$ cat src/rtl/dreq_mux_pkg.sv
package dreq_mux_pkg;
  localparam int unsigned SEL_W     = 4;
  localparam logic [SEL_W-1:0] CODE_NONE = 4'hF;

  // A selector code names a real source only if it is not the reserved
  // code and lies inside the populated source range.
  function automatic logic code_live(input logic [SEL_W-1:0] code,
                                     input int unsigned n_src);
    return (code != CODE_NONE) && (32'(code) < n_src);
  endfunction

  // Compare a selector code against a source index.
  function automatic logic code_is(input logic [SEL_W-1:0] code,
                                   input int unsigned idx);
    return 32'(code) == idx;
  endfunction
endpackage

$ cat src/rtl/dreq_owner_arb.sv
module dreq_owner_arb
  import dreq_mux_pkg::*;
#(
  parameter int unsigned NUM_PAIR   = 4,
  parameter int unsigned NUM_PERIPH = 15
) (
  input  logic [NUM_PAIR*SEL_W-1:0] sel_cfg,
  output logic [NUM_PAIR-1:0]       pair_owns
);
  logic [SEL_W-1:0] sel_a [NUM_PAIR];

  for (genvar p = 0; p < NUM_PAIR; p++) begin : g_unpack
    assign sel_a[p] = sel_cfg[p*SEL_W +: SEL_W];
  end

  // A pair owns its source when the code is live and no lower pair
  // holds the same live code.
  always_comb begin
    for (int p = 0; p < NUM_PAIR; p++) begin
      pair_owns[p] = code_live(sel_a[p], NUM_PERIPH);
      for (int q = 0; q < NUM_PAIR; q++) begin
        if (q < p && code_live(sel_a[q], NUM_PERIPH) && (sel_a[q] == sel_a[p]))
          pair_owns[p] = 1'b0;
      end
    end
  end
endmodule

$ cat src/rtl/dreq_req_route.sv
module dreq_req_route
  import dreq_mux_pkg::*;
#(
  parameter int unsigned NUM_PAIR   = 4,
  parameter int unsigned NUM_PERIPH = 15
) (
  input  logic [NUM_PAIR*SEL_W-1:0] sel_cfg,
  input  logic [NUM_PAIR-1:0]       pair_owns,
  input  logic [NUM_PERIPH-1:0]     periph_rx_req,
  input  logic [NUM_PERIPH-1:0]     periph_tx_req,
  output logic [2*NUM_PAIR-1:0]     raw_req
);
  for (genvar p = 0; p < NUM_PAIR; p++) begin : g_pair
    logic [SEL_W-1:0] sel;
    logic             rx_hit;
    logic             tx_hit;
    assign sel = sel_cfg[p*SEL_W +: SEL_W];

    always_comb begin
      rx_hit = 1'b0;
      tx_hit = 1'b0;
      for (int k = 0; k < NUM_PERIPH; k++) begin
        if (code_is(sel, k)) begin
          rx_hit = periph_rx_req[k];
          tx_hit = periph_tx_req[k];
        end
      end
    end

    // Even channel takes the receive path, odd channel the transmit path.
    assign raw_req[2*p]   = pair_owns[p] & rx_hit;
    assign raw_req[2*p+1] = pair_owns[p] & tx_hit;
  end
endmodule

$ cat src/rtl/dreq_ack_route.sv
module dreq_ack_route
  import dreq_mux_pkg::*;
#(
  parameter int unsigned NUM_PAIR   = 4,
  parameter int unsigned NUM_PERIPH = 15
) (
  input  logic [NUM_PAIR*SEL_W-1:0] sel_cfg,
  input  logic [NUM_PAIR-1:0]       pair_owns,
  input  logic [2*NUM_PAIR-1:0]     ch_ack,
  output logic [NUM_PERIPH-1:0]     periph_rx_ack,
  output logic [NUM_PERIPH-1:0]     periph_tx_ack
);
  always_comb begin
    periph_rx_ack = '0;
    periph_tx_ack = '0;
    for (int k = 0; k < NUM_PERIPH; k++) begin
      for (int p = 0; p < NUM_PAIR; p++) begin
        if (pair_owns[p] && code_is(sel_cfg[p*SEL_W +: SEL_W], k)) begin
          periph_rx_ack[k] = periph_rx_ack[k] | ch_ack[2*p];
          periph_tx_ack[k] = periph_tx_ack[k] | ch_ack[2*p+1];
        end
      end
    end
  end
endmodule

$ cat src/rtl/dreq_sense_cell.sv
module dreq_sense_cell (
  input  logic clk,
  input  logic rst_n,
  input  logic raw,
  input  logic edge_mode,
  input  logic owned,
  input  logic ack,
  output logic req,
  output logic rise
);
  logic prev_q;
  logic pend_q;

  assign rise = raw & ~prev_q;

  always_ff @(posedge clk) begin
    if (!rst_n) begin
      prev_q <= 1'b0;
      pend_q <= 1'b0;
    end else begin
      prev_q <= raw;
      if (!edge_mode || !owned)
        pend_q <= 1'b0;
      else if (rise)
        pend_q <= 1'b1;
      else if (ack)
        pend_q <= 1'b0;
    end
  end

  assign req = edge_mode ? (pend_q & owned) : raw;
endmodule

$ cat src/rtl/dreq_mux.sv
module dreq_mux
  import dreq_mux_pkg::*;
#(
  parameter int unsigned NUM_CH     = 8,
  parameter int unsigned NUM_PERIPH = 15
) (
  input  logic                          clk,
  input  logic                          rst_n,
  input  logic [(NUM_CH/2)*SEL_W-1:0]   sel_cfg,
  input  logic [NUM_CH-1:0]             sense_edge,
  input  logic [NUM_PERIPH-1:0]         periph_rx_req,
  input  logic [NUM_PERIPH-1:0]         periph_tx_req,
  input  logic [NUM_CH-1:0]             ch_ack,
  output logic [NUM_CH-1:0]             ch_req,
  output logic [NUM_PERIPH-1:0]         periph_rx_ack,
  output logic [NUM_PERIPH-1:0]         periph_tx_ack
);
  localparam int unsigned NUM_PAIR = NUM_CH / 2;

  logic [NUM_PAIR-1:0] pair_owns;
  logic [NUM_CH-1:0]   raw_req;
  logic [NUM_CH-1:0]   req_rise;

  dreq_owner_arb #(.NUM_PAIR(NUM_PAIR), .NUM_PERIPH(NUM_PERIPH)) u_arb (
    .sel_cfg   (sel_cfg),
    .pair_owns (pair_owns)
  );

  dreq_req_route #(.NUM_PAIR(NUM_PAIR), .NUM_PERIPH(NUM_PERIPH)) u_req (
    .sel_cfg       (sel_cfg),
    .pair_owns     (pair_owns),
    .periph_rx_req (periph_rx_req),
    .periph_tx_req (periph_tx_req),
    .raw_req       (raw_req)
  );

  dreq_ack_route #(.NUM_PAIR(NUM_PAIR), .NUM_PERIPH(NUM_PERIPH)) u_ack (
    .sel_cfg       (sel_cfg),
    .pair_owns     (pair_owns),
    .ch_ack        (ch_ack),
    .periph_rx_ack (periph_rx_ack),
    .periph_tx_ack (periph_tx_ack)
  );

  for (genvar c = 0; c < NUM_CH; c++) begin : g_cell
    dreq_sense_cell u_cell (
      .clk       (clk),
      .rst_n     (rst_n),
      .raw       (raw_req[c]),
      .edge_mode (sense_edge[c]),
      .owned     (pair_owns[c/2]),
      .ack       (ch_ack[c]),
      .req       (ch_req[c]),
      .rise      (req_rise[c])
    );
  end
endmodule

$ cat config.mk
export PLATFORM = sky130hd
export DESIGN_NAME = dreq_mux
export DESIGN_NICKNAME = d
export VERILOG_FILES = /design/src/rtl/dreq_mux_pkg.sv /design/src/rtl/dreq_owner_arb.sv /design/src/rtl/dreq_req_route.sv /design/src/rtl/dreq_ack_route.sv /design/src/rtl/dreq_sense_cell.sv /design/src/rtl/dreq_mux.sv
export SDC_FILE = /design/constraint.sdc
export NUM_CORES = 1
export LEC_CHECK = 0
export BUFFER_PORTS_ARGS = -buffer_cell sky130_fd_sc_hd__buf_2
export CORE_ASPECT_RATIO = 1.2
export CORE_MARGIN = 10
export CORE_UTILIZATION = 30
export CTS_CLUSTER_DIAMETER = 80
export CTS_CLUSTER_SIZE = 30
export DETAILED_ROUTE_END_ITERATION = 12
export MAX_ROUTING_LAYER = met4
export PLACE_DENSITY = 0.48
export SKIP_CTS_REPAIR_TIMING = 1
export SLEW_MARGIN = 20
export SYNTH_ARGS = -nofsm -noshare
export SYNTH_HDL_FRONTEND = slang
export SYNTH_SLANG_ARGS = --single-unit
$ cat constraint.sdc
create_clock -name clk -period 3.4 [get_ports clk]
set_clock_uncertainty 0.15 [all_clocks]
set_input_delay 0.68 -clock clk [delete_from_list [all_inputs] [get_ports clk]]
set_output_delay 0.68 -clock clk [all_outputs]
set_load 0.03 [all_outputs]
==> metrics <==
Core ar.=~12,000 µm²; clock slew at reported path FFs=roughly 0.05 ns; Die X=120 µm; Leakage Power=2.01 nW; Sw Ratio=43.9%; vias per cell=5.76; RSZ-0062 raised after global routing=false; final hold vios=0; largest net degree at the start of global routing=20; crit path kind=input pin to output pin; status=finished, final reports clean; Final Worst Setup Slack=~0.095 ns; H-tree levels=1; Clk network pwr share=between 20 and 25%; final instance area=4680 µm²; Worst Setup SP=sel_cfg[12]; Int Pwr=653 µW; router iterations before antenna repair=5; Antenna Cells=0; synthesized net count=605; row cnt=43; Yosys top cell area share=8.86%; drt drc=0; Clock Tree Root=clkbuf_16; Synth cell types=66; Placer Congestion=approximately 1; Crit Path Max Fanout=9; ANT nets after route=0; final period utilization=97.2%; Crit path required time=between 2 and 3 ns; placed cell area=4540 µm²; worst skew pair latency=0.24 ns; Yosys warning count=0; Slowest-stage cell, CP=or3_1; Starting DRT DRC Count=359; initial antenna violation count=0; CP Cell Sequence=buf_2 -> buf_4 -> and2_2 -> a221oi_1 -> a21oi_1 -> or3_1 -> o2111ai_2 -> a21oi_1 -> buf_2; DRT Wirelength=~18,000 µm; switching power=510 µW; origin of the critical flop-to-flop path=g_cell[4].u_cell.prev_q; top_reg_cell synth=dfxtp_1; setup TNS=0 ns; largest stage delay on the critical path=about 0.37 ns; post-layout util=40.1%; GR Overflow Total=0; CTS Sinks=16; first-pass GRT wire length=27,200 µm; Num CTS Buffers=3; Total GRT Usage=~21%; worst slack, placed=0.0141 ns; Post-synth top cells=nand2_1 (63), nor2_1 (47), o21ai_0 (37); number of fill cells=1,305; vias=4,704; Total Power=roughly 1.2 mW; CP endpoint kind=output pin; die area=approximately 17,000 µm²; Post-synth EDFFs=0; Seq cells post-synth=16; Post-synth ARST share=0%; Slew @ Worst Pin=0.417 ns; endpoints failing setup=0; PortBufs=101; Fmax=just over 300 MHz; layout cells sized above 1=33.6%; VDD IR-drop max=169 µV; clock tree from TritonCTS=yes; area delta synth->final=29.5%; Final #Nets=725; type of the worst min-delay path=flip-flop to flip-flop; routed len/inst=21.6 µm; Chip Height=140 µm; relative slew slack=72.1%; main area contributors after synthesis=dfxtp_1 (8.9%), nand2_1 (6.5%), o21ai_0 (5.1%); post-DP HPWL=between 10,000 and 15,000 µm; worst hold start=g_cell[0].u_cell.pend_q; part of the power in combinational logic=around three fifths; most numerous cell in the Yosys netlist=nand2_1; Max-Cap Viols=0; post-synthesis sequential area ratio=8.86%; io pins=102; CP Launch Type=input pin; min Tclk post-route=3.31 ns; register share of total power=between 10% and 20%; Final Max Slew Viols=0; effective utilization at floorplan=31.0%; Mapped Cells=roughly 540; Arrival @ worst endpoint=2.48 ns; post-synth design cell area=around 3600 µm²; number of global-route vias before repair=4,786; Synth area leader=dfxtp_1; pwr/cell area=~250 nW/µm²; Clock Path Buffers=2; syn_area_per_cell=6.69 µm²
-- area by class of cell --
type / instances / area, µm² / area share [%]
clock buffer: 4 / 88.8 / 1.90
inverter: 23 / 86.3 / 1.84
multi-input combinational: 445 / 2920 / 62.4
sequential: 16 / 320 / 6.84
tap: 157 / 196 / 4.19
timing repair buffer: 172 / 1070 / 22.9
-- sequential cells by signal (all words and copies together), names as in the netlist --
signal                cells
g_cell.u_cell.pend_q      8
g_cell.u_cell.prev_q      8
-- metrics by stage --
stage / instances / hold WS [ns]
2_1_floorplan: 541 / 0.292
3_3_place_gp: 812 / 0.305
3_5_place_dp: 812 / 0.311
4_1_cts: 816 / 0.320
5_1_grt: 817 / 0.333
6_report: 817 / 0.317
-- path summary, 6_finish.rpt --
kind | to | slack, ns | depth (start not counted)
hold / removal | g_cell[0].u_cell.pend_q | 0.32 | 2
setup / recovery | ch_req[7] | 0.09 | 9
hold reg to reg | g_cell[0].u_cell.pend_q | 0.32 | 2
setup reg to reg | g_cell[4].u_cell.pend_q | 2.32 | 2
-- metal layers --
layer | GRT usage, % | part of all wire (%) | vias up
met5 | - | 0 | -
met4 | 6.81 | 3.7 | 0
met3 | 3.34 | 6.2 | 36
met2 | 35.3 | 50 | 217
met1 | 23.7 | 41 | 2209
li1 | - | - | 2242
-- power by group through the flow --
stage | Sequential [mW] | Combinational, mW | Clock, mW
detailed placement | 0.213 | 0.686 | 0
floorplan | 0.211 | 0.432 | 0
global route | 0.211 | 0.755 | 0.265
finish | 0.209 | 0.702 | 0.252
global placement | 0.212 | 0.680 | 0
CTS | 0.209 | 0.687 | 0.256
-- cell families after synthesis --
family	Yosys count	synth area share, %
simple gates	226	31.9
compound gates	180	36.8
buf+inv	80	11.3
xor+xnor	24	5.81
flops	16	8.86
mux	15	5.36
-- placed cells by master (no fill, tap or decap), types with 6 or more instances in the layout --
cell type  count
dfxtp_1       16
a31oi_1       10
a21oi_1       19
a21o_1         6
inv_1         23
nand2b_1      14
nand2_1       63
nor3_1         6
o211ai_1      10
buf_4         68
nor2_1        46
nand3b_1       9
mux2i_1        7
xnor2_1       18
o221ai_1      11
a22oi_1        7
o22ai_1       13
o221a_2       13
nand4_1        6
o31ai_1        6
buf_2         96
nand3_1       35
xor2_1         6
nor2b_1       10
o21ai_0       36
-- critical path: cells and delay by family --
kind            cells  cell delay (ns)
compound gates      4             0.66
simple gates        2             0.62
buf+inv             3             0.53
No activity file was read; power rests on OpenSTA's default activity.
